<file path="config.mk">
export PLATFORM = sky130hd
export DESIGN_NAME = burst_addr_seq
export DESIGN_NICKNAME = d
export VERILOG_FILES = /design/src/rtl/burst_seq_pkg.sv /design/src/rtl/burst_start_ctl.sv /design/src/rtl/burst_beat_ctr.sv /design/src/rtl/burst_order_map.sv /design/src/rtl/burst_addr_seq.sv
export SDC_FILE = /design/constraint.sdc
export NUM_CORES = 1
export LEC_CHECK = 0
export BUFFER_PORTS_ARGS = -buffer_cell sky130_fd_sc_hd__buf_2
export CORE_MARGIN = 4
export CORE_UTILIZATION = 46
export CTS_BUF_LIST = sky130_fd_sc_hd__clkbuf_2
export DETAILED_ROUTE_END_ITERATION = 12
export GPL_TIMING_DRIVEN = 0
export PLACE_DENSITY = 0.8
export SYNTH_ARGS = -nofsm -noshare
export SYNTH_HDL_FRONTEND = slang
export SYNTH_SLANG_ARGS = --single-unit
export TNS_END_PERCENT = 30
</file>
<file path="constraint.sdc">
create_clock -name clk -period 1.55 [get_ports clk]
set_clock_uncertainty 0.2 [all_clocks]
set_input_delay 0.31 -clock clk [delete_from_list [all_inputs] [get_ports clk]]
set_output_delay 0.31 -clock clk [all_outputs]
set_load 0.03 [all_outputs]
</file>
<file path="src/rtl/burst_seq_pkg.sv">
`timescale 1ns/1ps
package burst_seq_pkg;
  typedef enum logic {
    ORD_INTERLEAVE = 1'b0,
    ORD_LINEAR     = 1'b1
  } order_e;
endpackage

</file>
<file path="src/rtl/burst_start_ctl.sv">
`timescale 1ns/1ps
// Captures the start address and order selection when a burst begins.
module burst_start_ctl
  import burst_seq_pkg::*;
#(
  parameter int ADDR_W = 17,
  parameter int BEAT_W = 2
) (
  input  logic                     clk,
  input  logic                     rst_n,
  input  logic                     strb_a_n,
  input  logic                     strb_b_n,
  input  logic                     order_lin,
  input  logic [ADDR_W-1:0]        addr_in,
  output logic                     load,
  output logic [BEAT_W-1:0]        start_q,
  output logic [ADDR_W-BEAT_W-1:0] upper_q,
  output order_e                   order_q
);
  localparam int UP_W = ADDR_W - BEAT_W;

  assign load = ~strb_a_n | ~strb_b_n;

  always_ff @(posedge clk) begin
    if (!rst_n) begin
      start_q <= '0;
      upper_q <= '0;
      order_q <= ORD_INTERLEAVE;
    end else if (load) begin
      start_q <= addr_in[BEAT_W-1:0];
      upper_q <= addr_in[ADDR_W-1 -: UP_W];
      order_q <= order_lin ? ORD_LINEAR : ORD_INTERLEAVE;
    end
  end
endmodule

</file>
<file path="src/rtl/burst_beat_ctr.sv">
`timescale 1ns/1ps
// Counts the beats taken since the load; a load clears it and wins over an advance.
module burst_beat_ctr #(
  parameter int BEAT_W = 2
) (
  input  logic              clk,
  input  logic              rst_n,
  input  logic              load,
  input  logic              adv_n,
  output logic [BEAT_W-1:0] beat_q
);
  always_ff @(posedge clk) begin
    if (!rst_n)       beat_q <= '0;
    else if (load)    beat_q <= '0;
    else if (!adv_n)  beat_q <= beat_q + 1'b1;
  end
endmodule

</file>
<file path="src/rtl/burst_order_map.sv">
`timescale 1ns/1ps
// Maps the start value and beat count to a beat address in the selected order.
module burst_order_map
  import burst_seq_pkg::*;
#(
  parameter int BEAT_W = 2
) (
  input  logic [BEAT_W-1:0] start_q,
  input  logic [BEAT_W-1:0] beat_q,
  input  order_e            order_q,
  output logic [BEAT_W-1:0] beat_addr
);
  logic [BEAT_W-1:0] ilv;
  logic [BEAT_W-1:0] lin;

  for (genvar b = 0; b < BEAT_W; b++) begin : g_ilv
    assign ilv[b] = start_q[b] ^ beat_q[b];
  end

  assign lin = start_q + beat_q;

  always_comb begin
    unique case (order_q)
      ORD_LINEAR:     beat_addr = lin;
      default:        beat_addr = ilv;
    endcase
  end
endmodule

</file>
<file path="src/rtl/burst_addr_seq.sv">
`timescale 1ns/1ps
module burst_addr_seq
  import burst_seq_pkg::*;
#(
  parameter int ADDR_W = 17,
  parameter int BEAT_W = 2
) (
  input  logic              clk,
  input  logic              rst_n,
  input  logic              strb_a_n,
  input  logic              strb_b_n,
  input  logic              adv_n,
  input  logic              order_lin,
  input  logic [ADDR_W-1:0] addr_in,
  output logic [BEAT_W-1:0] burst_lo,
  output logic [ADDR_W-1:0] word_addr
);
  localparam int UP_W = ADDR_W - BEAT_W;

  logic              load;
  logic [BEAT_W-1:0] start_q;
  logic [BEAT_W-1:0] beat_q;
  logic [UP_W-1:0]   upper_q;
  order_e            order_q;
  logic              order_is_lin;

  burst_start_ctl #(.ADDR_W(ADDR_W), .BEAT_W(BEAT_W)) u_start (
    .clk(clk), .rst_n(rst_n), .strb_a_n(strb_a_n), .strb_b_n(strb_b_n),
    .order_lin(order_lin), .addr_in(addr_in), .load(load),
    .start_q(start_q), .upper_q(upper_q), .order_q(order_q)
  );

  burst_beat_ctr #(.BEAT_W(BEAT_W)) u_beat (
    .clk(clk), .rst_n(rst_n), .load(load), .adv_n(adv_n), .beat_q(beat_q)
  );

  burst_order_map #(.BEAT_W(BEAT_W)) u_map (
    .start_q(start_q), .beat_q(beat_q), .order_q(order_q), .beat_addr(burst_lo)
  );

  assign order_is_lin = (order_q == ORD_LINEAR);
  assign word_addr    = {upper_q, burst_lo};
endmodule

</file>
== Yosys cells after proc, flatten, opt, wreduce, memory -nomap -nowiden ==
Cells that the tools add are included.

* Bits in registers: 20
* Bits in latches: 0
* Bits in writable memories: 0
* Memory bits (read-only): 0
* Input port bits: 23
* Output and inout bits: 19
* Logic and storage cells: 15
* Memories kept: 0

* Add/sub/neg operators: 2
* Multipliers: 0
* Divide/modulo/power cells: 0
* Magnitude comparators: 0
* Eq/ne operators: 0
* Shifts and indexed selects: 0
* Multiplexer cells: 2
* Bitwise logic cells: 6
* Reduce and logical (&&, ||, !) cells: 1

{| class="wikitable"
|+ Operator list
! operator !! count
|-
| NOT 1 bit || 3
|-
| adder 2 x 1 -> 2 bit, second input constant || 1
|-
| adder 2 bit || 1
|-
| 2-to-1 mux 2 bit || 1
|-
| OR reduction 2 bit || 1
|-
| bitwise XOR 1 bit || 2
|-
| 2-to-1 mux 1 bit || 1
|-
| OR 1 bit || 1
|}

== Logic depth before layout (Yosys ltp) ==
Gate-level depths: netlist (run 1).

* Depth after elaboration: 3
* Depth in mapped cells: 5
* Depth with buffers taken out: 3

== By module ==
Synthesis (run 1) repeated with hierarchy kept, for this count alone.

* Cell total of the unflattened synthesis: 98
* Area, all modules: 889.6 um2

{| class="wikitable"
|+ Modules (own cells, without submodules)
! module !! times used !! cells an instance !! area each (um2) !! sequential area each (um2)
|-
| burst_start_ctl || 1 || 84 || 754.5 || 360.3
|-
| burst_beat_ctr || 1 || 8 || 86.3 || 40.0
|-
| burst_order_map || 1 || 4 || 33.8 || 0.0
|-
| burst_addr_seq || 1 || 2 || 15.0 || 0.0
|}

== Least setup slack after synthesis (run 1) ==
No wires, ideal clock.

* Path type: reg-to-output
* From: register u_beat.beat_q[0]
* To: output port word_addr[1]
* Data arrival time: 1.356 ns
* Required time: 1.040 ns
* Slack: -0.316 ns
* Cell stages (with the launch flop): 5
* Path buffers: 1
* Cell sequence: dfxtp_1 > ha_1 > nand2_1 > xnor2_1 > buf_4

* Word-level cells in the longest chain between the ends: 2

{| class="wikitable"
|+ RTL lines
! what !! line !! source
|-
| start, declared || burst_beat_ctr.sv:10 || <nowiki>output logic [BEAT_W-1:0] beat_q</nowiki>
|-
| start signal, assigned || burst_beat_ctr.sv:15 || <nowiki>else if (!adv_n) beat_q <= beat_q + 1'b1;</nowiki>
|-
| adder 2 bit || burst_order_map.sv:20 || <nowiki>assign lin = start_q + beat_q;</nowiki>
|-
| 2-to-1 mux 2 bit || burst_order_map.sv:23 || <nowiki>unique case (order_q)</nowiki>
|-
| end, declared || burst_addr_seq.sv:16 || <nowiki>output logic [ADDR_W-1:0] word_addr</nowiki>
|}

Every way passes these cells.

== Final worst setup path (run 1) ==
* From: register u_beat.beat_q[1]
* To: output port word_addr[1]

* Word-level cells in the longest chain between the ends: 2
* Elaborated cells on any way between the ends: 3
* Those cells by class: add/sub (1); mux (1); bitwise (1)

{| class="wikitable"
|+ RTL lines
! what !! line
|-
| adder 2 bit / bitwise XOR 1 bit (equally long branches) || burst_order_map.sv:20, burst_order_map.sv:17
|-
| 2-to-1 mux 2 bit (*) || burst_order_map.sv:23
|}

Mark *: on every way between the ends. The rest lies on a longest branch, timed or not.

==> results.txt, run 1 <==
LEAKAGE = 0.597 nW
Max FO, Critical Path = 2
register area share after synthesis = 0.471
met3 usage = 0.0437
critical path required time = 1.04 ns
critical path startpoint category = flip-flop
crit share post-route = 1.16
PortBufs = 40
Num CTS Buffers = 3
leading area contributor after synthesis = dfxtp_1
layout cell share with drive strength beyond 1 = 0.483
Critical Path Sink Type = output port
Switching Fraction = 0.301
Routed WL per cell = 11.1 um
post-CTS setup buffers = 0
count of endpoints failing setup in the final report = 4
max incr delay on CP = 0.40 ns
final net count = 168
Skew-Pair Late Insertion Delay = 0.30 ns
GR Overflow Total = 0
hold depth = 3
Worst R2R End = u_beat.beat_q[1]
clock root buffer = clkbuf_2
Post-synth top flop = dfxtp_1
Slew @ Worst Pin = 0.313 ns
Vias/cell = 4.54
met2 Usage GRT = 0.279
GRT Overall Usage = 0.157
CTS Sinks = 20
HPWL after DPL = 1.34 mm
Logic pwr share = 0.245
Net Switching = 0.306 mW
Design Area, Final = 1250 um2
detailed-route via count = 762
pwr/cell area = 812 nW/um2
Worst path most repeated cell = buf_6
Iteration-0 DRC Markers = 7
top-count cell post-synth = nand2_1
Final min period = 1.79 ns
RSZ-0062 raised after global routing = true
Post-synth EDFFs = 0
kind of critical path = flip-flop to output port
initial antenna violation count = 0
Highest Clock Rate = 558 MHz
fin worst setup slack = -0.243 ns
Yosys top cell area share = 0.471
headroom to the max-slew limit = 0.792
die area = 2600 um2
Worst R2R Setup Slack = 0.45 ns
Worst Hold Class = input pin to flip-flop
area post-placement = 1110 um2
area grow syn2layout = 47.6%
Clk pwr share = 0.205
Post-Synthesis Cells = 93
clk buf depth = 2
diodes inserted = 0
status = finished with violations
Synth Warn # = 0
fraction of registers with async set/reset = 0
GRT Max-Usage Layer = met2
DRT Pass-1 Iters = 3
max cap viols = 0
Die X = 51.0 um
Crit. Startpoint = u_beat.beat_q[1]
core area = 1750 um2
RR Startpoint = u_beat.beat_q[0]
Peak supply drop = 0.578 mV
Arr. time, crit path = 1.28 ns
CTS tree = yes
Ports = 42
Starting Density = 0.487
remaining antenna violation count after routing = 0
synth top area cells = dfxtp_1, nand2_1, a21boi_2
Worst Hold Path EP = u_start.upper_q[10]
Synth top cells by count = nand2_1, dfxtp_1, a21boi_2
worst hold path startpoint = addr_in[12]
Syn Nets = 117
max-slew violation count = 0
DRT Wirelength = 1.87 mm
failing checks = setup timing
GPL Wtd Cong = 0.700
synthesized flop and latch total = 20
setup TNS = -0.646 ns
slowest cell on the critical path = dfxtp_4
DR DRC count = 0
met1 GRT Util = 0.174
register share of total power = 0.550
clock slew at reported path FFs = 0.19 ns
largest net degree at the start of global routing = 12
first-pass GRT wire length = 3.13 mm
critical-path cell list = xor2_4, xnor2_4, buf_6, buf_6
row count = 15
Mapped Area = 850 um2
R2R depth = 3
Int Pwr = 0.712 mW
final hold vios = 0
Synth cell types = 18
Mapped Avg Cell Area = 9.14 um2
htree depth = 1
Die Y = 51.0 um
vias in the first global route = 777
stage by stage:
step                      utilization  hold WS (ns)  power [mW]  setup WS, ns  instances
after global placement          0.638         0.242       0.789     -0.000441        158
after global routing            0.718      0.000735        1.08        -0.326        168
final                           0.718        0.0213        1.02        -0.243        168
after CTS                       0.684       0.00883        1.02        -0.263        162
after detailed placement        0.638         0.247       0.795       -0.0152        158
after floorplan                     -         0.245       0.724       0.00254         93
sequential cells by signal (all words and copies together) (netlist names):
register	flops
u_start.upper_q	15
u_start.start_q	2
u_beat.beat_q	2
u_start.order_q	1
cell type report:
| cell class | count | area [um2] |
|---|---|---|
| Buffer | 7 | 67.6 |
| Clock buffer | 3 | 15.0 |
| Clock inverter | 1 | 3.75 |
| Fill cell | 147 | 492 |
| Multi-Input combinational cell | 66 | 447 |
| Sequential cell | 20 | 410 |
| Tap cell | 25 | 31.3 |
| Timing Repair Buffer | 46 | 279 |
what timing repair did:
item	4_1_cts	5_1_grt
hold endpoints to repair	0	6
setup endpoints to repair	4	4
resized for setup	17	0
hold buffers	0	6
gates cloned	0	0
pin swaps	4	1
logic make-up (layout without fill, tap and decap cells):
kind of cell / after synthesis / in the layout / synth area share
AO/OA/AOI/OAI: 18 / 18 / 0.203
XOR/XNOR: 3 / 3 / 0.0309
adder cells (fa/ha/maj): 1 / 1 / 0.0147
buffers and inverters: 7 / 57 / 0.0707
flip-flops: 20 / 20 / 0.471
AND/OR/NAND/NOR: 44 / 44 / 0.209
cells in the final DEF, fill, tap and decap left out, types with 2 or more instances in the layout:
cell,count
buf_2,38
nand2_1,37
dfxtp_1,16
a21boi_2,10
a21boi_0,8
buf_6,6
dlygate4sd3_1,6
clkbuf_2,4
nor2b_1,2
dfxtp_2,2
dfxtp_4,2
power groups by stage:
stage,sequential (mW),clock (mW),combinational (mW)
after floorplan,0.618,0,0.106
after CTS,0.561,0.218,0.240
after global routing,0.565,0.246,0.270
final,0.560,0.209,0.249
after detailed placement,0.570,0,0.225
after global placement,0.569,0,0.220
how the worst max path moves through the flow:
stage	slack [ns]	end
floorplan	0.003	word_addr[1]
global placement	-0.0004	word_addr[1]
detailed placement	-0.02	word_addr[1]
CTS	-0.26	word_addr[1]
global route	-0.33	word_addr[1]
finish	-0.24	word_addr[1]
critical path: cells and delay by family (launching register included):
family,cells,cell delay [ns]
xor+xnor,2,0.37
buf+inv,2,0.22
flops,1,0.40
routing by layer:
| metal | wire length, um | vias to the layer above |
|---|---|---|
| met5 | 0 | - |
| met2 | 917 | 30 |
| met1 | 751 | 333 |
| met4 | 21 | 0 |
| met3 | 177 | 4 |
| li1 | - | 395 |
No activity file was read; power rests on OpenSTA's default activity.
==> run 2, diff against run 1 <==
--- a/config.mk
+++ b/config.mk
@@ -7,4 +7,5 @@
 export LEC_CHECK = 0
 export BUFFER_PORTS_ARGS = -buffer_cell sky130_fd_sc_hd__buf_2
+export CAP_MARGIN = 20
 export CORE_MARGIN = 4
 export CORE_UTILIZATION = 46
==> constraint.sdc (replaced) <==
create_clock -name clk -period 1.75 [get_ports clk]
set_clock_uncertainty 0.2 [all_clocks]
set_input_delay 0.35 -clock clk [delete_from_list [all_inputs] [get_ports clk]]
set_output_delay 0.35 -clock clk [all_outputs]
set_load 0.005 [all_outputs]
==> run 2 against run 1 <==
- the flow now finishes without violations
- via count down 1.7%
- setup slack better by 0.24 ns
- combinational power down 41%
- non-clock buffer count down 6
- die area unchanged
- utilization down 4.7 points
- final cell count down 3.6%
- critical path depth unchanged
- routed wire length down 1.2%
- largest cell class unchanged
- largest power group unchanged
==> results.txt, run 2 (synthesis results as in run 1) <==
status = complete, no violations (was finished with violations)
GRT Overall Usage = 0.150 (was 0.157)
PortBufs = 40 (unchanged)
final hold vios = 0 (unchanged)
clock slew at reported path FFs = 0.18 ns (was 0.19 ns)
Die X = 51.0 um (unchanged)
Int Pwr = 0.613 mW (was 0.712 mW)
crit share post-route = 0.999
Peak supply drop = 0.503 mV (was 0.578 mV)
commonest non-fill, non-tap cell in the layout = buf_2 (unchanged)
critical path startpoint category = flip-flop (unchanged)
detailed-route via count = 749 (was 762)
max-slew violation count = 0 (unchanged)
final core occ = 0.671 (was 0.718)
pwr/cell area = 704 nW/um2 (was 812 nW/um2)
Worst Hold Class = input pin to flip-flop (unchanged)
GPL Wtd Cong = 0.705 (was 0.700)
Worst R2R End = u_beat.beat_q[1] (unchanged)
GR Overflow Total = 0 (unchanged)
R2R depth = 4 (was 3)
largest net degree at the start of global routing = 12 (unchanged)
Switching Fraction = 0.256 (was 0.301)
LEAKAGE = 0.566 nW (was 0.597 nW)
clk buf depth = 2 (unchanged)
DRT Pass-1 Iters = 5 (was 3)
worst hold path startpoint = addr_in[0] (was addr_in[12])
final net count = 162 (was 168)
Arr. time, crit path = 1.20 ns (was 1.28 ns)
Final Power = 0.824 mW (was 1.02 mW)
max cap viols = 0 (unchanged)
Iteration-0 DRC Markers = 5 (was 7)
count of endpoints failing setup in the final report = 0 (was 4)
core area = 1750 um2 (unchanged)
CTS Sinks = 20 (unchanged)
die area = 2600 um2 (unchanged)
max FFs per register = 15 (unchanged)
clock root buffer = clkbuf_2 (unchanged)
CTS tree = yes (unchanged)
kind of critical path = flip-flop to output port (unchanged)
Top Registers = u_start.upper_q x15, u_beat.beat_q x2, u_start.start_q x2 (unchanged)
remaining antenna violation count after routing = 0 (unchanged)
RR Startpoint = u_beat.beat_q[0] (unchanged)
Vias/cell = 4.62 (was 4.54)
Max FO, Critical Path = 2 (unchanged)
Critical Path Sink Type = output port (unchanged)
Routed WL per cell = 11.4 um (was 11.1 um)
Worst R2R Setup Slack = 0.58 ns (was 0.45 ns)
DR DRC count = 0 (unchanged)
initial antenna violation count = 0 (unchanged)
FILL cells = 168 (was 147)
HPWL after DPL = 1.39 mm (was 1.34 mm)
most frequent cells in the layout = buf_2, nand2_1, dfxtp_1 (unchanged)
Worst Hold Path EP = u_start.start_q[0] (was u_start.upper_q[10])
Die Y = 51.0 um (unchanged)
Logic pwr share = 0.177 (was 0.245)
Final min period = 1.75 ns
Highest Clock Rate = 572 MHz
Hold-fix buffers, CTS = 0 (unchanged)
register share of total power = 0.604 (was 0.550)
area grow syn2layout = 37.8% (was 47.6%)
Num CTS Buffers = 3 (unchanged)
vias in the first global route = 731 (was 777)
first-pass GRT wire length = 2.95 mm (was 3.13 mm)
Net Switching = 0.211 mW (was 0.306 mW)
hold depth = 3 (unchanged)
Top reg by flops = u_start.upper_q (unchanged)
Skew-Pair Late Insertion Delay = 0.29 ns (was 0.30 ns)
RSZ-0062 raised after global routing = true (unchanged)
Starting Density = 0.487 (unchanged)
diodes inserted = 0 (unchanged)
DRT Wirelength = 1.85 mm (was 1.87 mm)
htree depth = 1 (unchanged)
Ports = 42 (unchanged)
critical path required time = 1.20 ns (was 1.04 ns)
Slew @ Worst Pin = 0.321 ns (was 0.313 ns)
row count = 15 (unchanged)
headroom to the max-slew limit = 0.786 (was 0.792)
Clk pwr share = 0.219 (was 0.205)
layout cell share with drive strength beyond 1 = 0.504 (was 0.483)
==> run 2: cell types whose count changed in the layout (fill, tap and decap cells not counted) <==
cell / change
dlygate4sd3_1: -6
buf_4: +2
buf_6: -4
dfxtp_2: +1
buf_2: +2
dfxtp_4: -1
==> run 2: area by class of cell <==
type,instances,area [um2],share of cell area
flip-flops and latches,20,408,0.348
clock buffers,3,15.0,0.0128
repair buffers,41,214,0.183
multi-input cells,66,447,0.381
plain buffers,6,52.6,0.0449
clock inverters,1,3.75,0.00321
well taps,25,31.3,0.0267
==> run 2: worst max-delay path by stage <==
stage | endpoint | depth (start not counted) | slack [ns] | startpoint
CTS | burst_lo[1] | 4 | -0.008 | u_start.start_q[0]
global route | burst_lo[1] | 4 | -0.07 | u_beat.beat_q[0]
global placement | word_addr[1] | 5 | 0.29 | u_beat.beat_q[0]
detailed placement | word_addr[1] | 5 | 0.25 | u_beat.beat_q[0]
finish | burst_lo[1] | 4 | 0.001 | u_start.start_q[0]
floorplan | word_addr[1] | 4 | 0.35 | u_beat.beat_q[0]
==> run 2: layer usage <==
metal / track usage / wire length (um) / up-vias
li1: - / - / 379
met1: 0.157 / 727 / 335
met2: 0.270 / 935 / 33
met3: 0.0466 / 167 / 2
met4: 0.0673 / 14 / 0
met5: 0 / 0 / -
==> run 2: what timing repair did <==
| item | in CTS | in global routing |
|---|---|---|
| setup buffers | 1 | 0 |
| pin swaps | 4 | 1 |
| endpoints found under the setup margin | 3 | 2 |
| gates resized for setup | 10 | 4 |
==> run 2: critical path: stages, from the launching register on <==
cell     delay [ns]
dfxtp_2        0.39
ha_4           0.14
nand2_4        0.06
xnor2_4        0.17
buf_2          0.14
==> run 2: power by group through the flow <==
stage | logic, mW | registers, mW | clock network, mW
final | 0.146 | 0.498 | 0.181
after global placement | 0.134 | 0.503 | 0
after global routing | 0.162 | 0.501 | 0.209
after CTS | 0.144 | 0.498 | 0.190
after floorplan | 0.0741 | 0.506 | 0
after detailed placement | 0.140 | 0.505 | 0
==> run 2: stage by stage <==
stage	cell area (um2)	instances	setup TNS, ns	setup slack [ns]	hold slack (ns)
detailed placement	1080	158	0	0.252	0.252
CTS	1140	162	-0.00770	-0.00770	0.0474
global route	1170	162	-0.128	-0.0732	0.0508
global placement	1080	158	0	0.294	0.242
floorplan	850	93	0	0.349	0.241
finish	1170	162	0	0.00104	0.0655
==> run 3, diff against run 2 <==
CORE_UTILIZATION = 47   (was 46)
PLACE_DENSITY = 0.81   (was 0.8)
SYNTH_HIERARCHICAL = 1   (was default)
==> run 3 against run 2 <==
- die area grew 2.1%
- critical endpoint unchanged
- sequential power about the same
- maximum frequency increased by 1.9%
- clock power down 6%
- sequential cell count stayed put
- hold slack lost 0.0022 ns
- synthesized cell count up 5.4%
- critical path type unchanged
==> results.txt, run 3 <==
first-pass GRT wire length = 3.39 mm (was 2.95 mm)
layout cell share with drive strength beyond 1 = 0.500 (was 0.504)
register area share after synthesis = 0.450 (was 0.471)
Post-Synthesis Cells = 98 (was 93)
count of endpoints failing setup in the final report = 0 (unchanged)
CTS Sinks = 20 (unchanged)
worst hold path startpoint = addr_in[1] (was addr_in[0])
pwr/cell area = 698 nW/um2 (was 704 nW/um2)
Arr. time, crit path = 1.17 ns (was 1.20 ns)
die area = 2650 um2 (was 2600 um2)
max-slew violation count = 0 (unchanged)
kind of critical path = flip-flop to output port (unchanged)
setup TNS = 0 ns (unchanged)
Post-synth top flop = dfxtp_1 (unchanged)
Post-Place Worst Slack = 0.199 ns (was 0.252 ns)
Critical Path Sink Type = output port (unchanged)
Highest Clock Rate = 583 MHz (was 572 MHz)
initial antenna violation count = 0 (unchanged)
max cap viols = 0 (unchanged)
commonest non-fill, non-tap cell in the layout = buf_2 (unchanged)
Slew @ Worst Pin = 0.411 ns (was 0.321 ns)
Clk pwr share = 0.206 (was 0.219)
DRT Wirelength = 2.04 mm (was 1.85 mm)
CTS tree = yes (unchanged)
max FFs per register = 15 (unchanged)
Synth top cells by count = dfxtp_1, nand2_1, nand4_1 (was nand2_1, dfxtp_1, a21boi_2)
GPL Wtd Cong = 0.733 (was 0.705)
synthesized flop and latch total = 20 (unchanged)
Final min period = 1.72 ns (was 1.75 ns)
detailed-route via count = 842 (was 749)
register share of total power = 0.606 (was 0.604)
status = complete, no violations (unchanged)
clock slew at reported path FFs = 0.16 ns (was 0.18 ns)
Logic pwr share = 0.188 (was 0.177)
synth top area cells = dfxtp_1, nand4_1, o21ai_2 (was dfxtp_1, nand2_1, a21boi_2)
Yosys top cell area share = 0.450 (was 0.471)
Synth cell types = 20 (was 18)
crit share post-route = 0.981 (was 0.999)
diodes inserted = 0 (unchanged)
Mapped Avg Cell Area = 9.08 um2 (was 9.14 um2)
row count = 15 (unchanged)
Top Registers = u_start/upper_q x15, u_beat/beat_q x2, u_start/start_q x2 (was u_start.upper_q x15, u_beat.beat_q x2, u_start.start_q x2)
Die Y = 51.5 um (was 51.0 um)
headroom to the max-slew limit = 0.726 (was 0.786)
final net count = 166 (was 162)
Peak supply drop = 0.464 mV (was 0.503 mV)
Compound-Gate Fraction of Synth Area = 0.139 (was 0.203)
Int Pwr = 0.607 mW (was 0.613 mW)
fin worst setup slack = 0.0336 ns (was 0.00104 ns)
LEAKAGE = 0.552 nW (was 0.566 nW)
final hold vios = 0 (unchanged)
vias in the first global route = 783 (was 731)
Crit. Startpoint = u_beat/beat_q[0] (was u_start.start_q[0])
clk buf depth = 2 (unchanged)
largest net degree at the start of global routing = 11 (was 12)
Top reg by flops = u_start/upper_q (was u_start.upper_q)
core area = 1760 um2 (was 1750 um2)
DRT Pass-1 Iters = 4 (was 5)
Skew-Pair Late Insertion Delay = 0.29 ns (about the same)
Die X = 51.5 um (was 51.0 um)
PortBufs = 39 (was 40)
area grow syn2layout = 32.2% (was 37.8%)
Vias/cell = 5.10 (was 4.62)
clock root buffer = clkbuf_2 (unchanged)
HPWL after DPL = 1.51 mm (was 1.39 mm)
Switching Fraction = 0.261 (was 0.256)
DR DRC count = 0 (unchanged)
Syn Nets = 122 (was 117)
critical path startpoint category = flip-flop (unchanged)
most frequent cells in the layout = buf_2, nand2_1, nand4_1 (was buf_2, nand2_1, dfxtp_1)
Post-Synth XOR/XNOR Area = 0.0295 (was 0.0309)
simple-gate share of the synthesized area = 0.259 (was 0.209)
critical path required time = 1.20 ns (about the same)
GR Overflow Total = 0 (unchanged)
remaining antenna violation count after routing = 0 (unchanged)
largest family of logic cells by synthesized area = simple AND/OR/NAND/NOR gates (unchanged)
Mapped Area = 890 um2 (was 850 um2)
final core occ = 0.667 (was 0.671)
Starting Density = 0.504 (was 0.487)
htree depth = 1 (unchanged)
post-synthesis mux area share = 0 (unchanged)
top-count cell post-synth = dfxtp_1 (was nand2_1)
RR Startpoint = u_beat/beat_q[0] (was u_beat.beat_q[0])
leading area contributor after synthesis = dfxtp_1 (unchanged)
Worst Hold Class = input pin to flip-flop (unchanged)
GRT Overall Usage = 0.168 (was 0.150)
RSZ-0062 raised after global routing = true (unchanged)
Max FO, Critical Path = 2 (unchanged)
Net Switching = 0.215 mW (was 0.211 mW)
Post-synth EDFFs = 0 (unchanged)
fraction of registers with async set/reset = 0 (unchanged)
Synth Warn # = 6 (was 0)
Iteration-0 DRC Markers = 11 (was 5)
Routed WL per cell = 12.4 um (was 11.4 um)
Ports = 42 (unchanged)
adder-cell share of the synthesized area = 0.0141 (was 0.0147)
Num CTS Buffers = 3 (unchanged)
[run 3: worst paths after layout]
| path | endpoint | slack (ns) | cells past startpoint |
|---|---|---|---|
| max | burst_lo[1] | 0.03 | 4 |
| min | u_start/start_q[1] | 0.06 | 3 |
| max reg2reg | u_beat/beat_q[1] | 0.64 | 4 |
| min reg2reg | u_start/upper_q[3] | 0.28 | 2 |
[run 3: critical path, cell delays in order (launching register included)]
cell and delay, ns:
dfxtp_4 0.40, ha_4 0.14, nand2_4 0.05, xnor2_2 0.15, buf_2 0.14
[run 3: stage by stage]
step / power, mW / hold WS, ns / area (um2) / std cells
after CTS: 0.829 / 0.0564 / 1140 / 164
after floorplan: 0.592 / 0.252 / 890 / 98
final: 0.822 / 0.0633 / 1180 / 165
after detailed placement: 0.659 / 0.262 / 1120 / 162
after global routing: 0.863 / 0.0537 / 1180 / 165
after global placement: 0.654 / 0.255 / 1120 / 162
[run 3: cells by family (layout without fill, tap and decap cells)]
logic type | Yosys count | count (layout)
buffers and inverters | 13 | 55
adders and majority gates | 1 | 1
xor gates and xnor gates | 3 | 3
DFF | 20 | 20
and+or+nand+nor | 43 | 43
AOI/OAI and AO/OA | 18 | 18
[run 3: power groups by stage]
stage	combinational, mW	sequential, mW	clock (mW)
finish	0.154	0.498	0.170
floorplan	0.0833	0.509	0
global route	0.173	0.502	0.188
detailed placement	0.152	0.507	0
CTS	0.152	0.498	0.179
global placement	0.148	0.506	0
[run 3: timing repair]
action / in CTS / in global routing
pin swaps: 0 / 2
setup endpoints to repair: 3 / 2
gates resized for setup: 3 / 8
buffers inserted: 0 / 1
hold buffers: 0 / 0
gates cloned: 0 / 0
[run 3: layout make-up]
class | instances | area (um2)
buffer | 11 | 85.1
clock buffer | 3 | 15.0
fill | 173 | 588
inverter | 1 | 3.75
multi-input combinational | 65 | 428
sequential | 20 | 410
tap | 25 | 31.3
timing repair buffer | 40 | 203
[run 3: metal layers]
layer  share of wire  wire (um)  vias up  global-route usage
met5               0          0        -                   0
met4           0.012         25        0              0.0917
met3           0.046         94        3              0.0201
met2            0.53       1090       23               0.286
met1            0.41        835      389               0.206
li1                -          -      427                   -
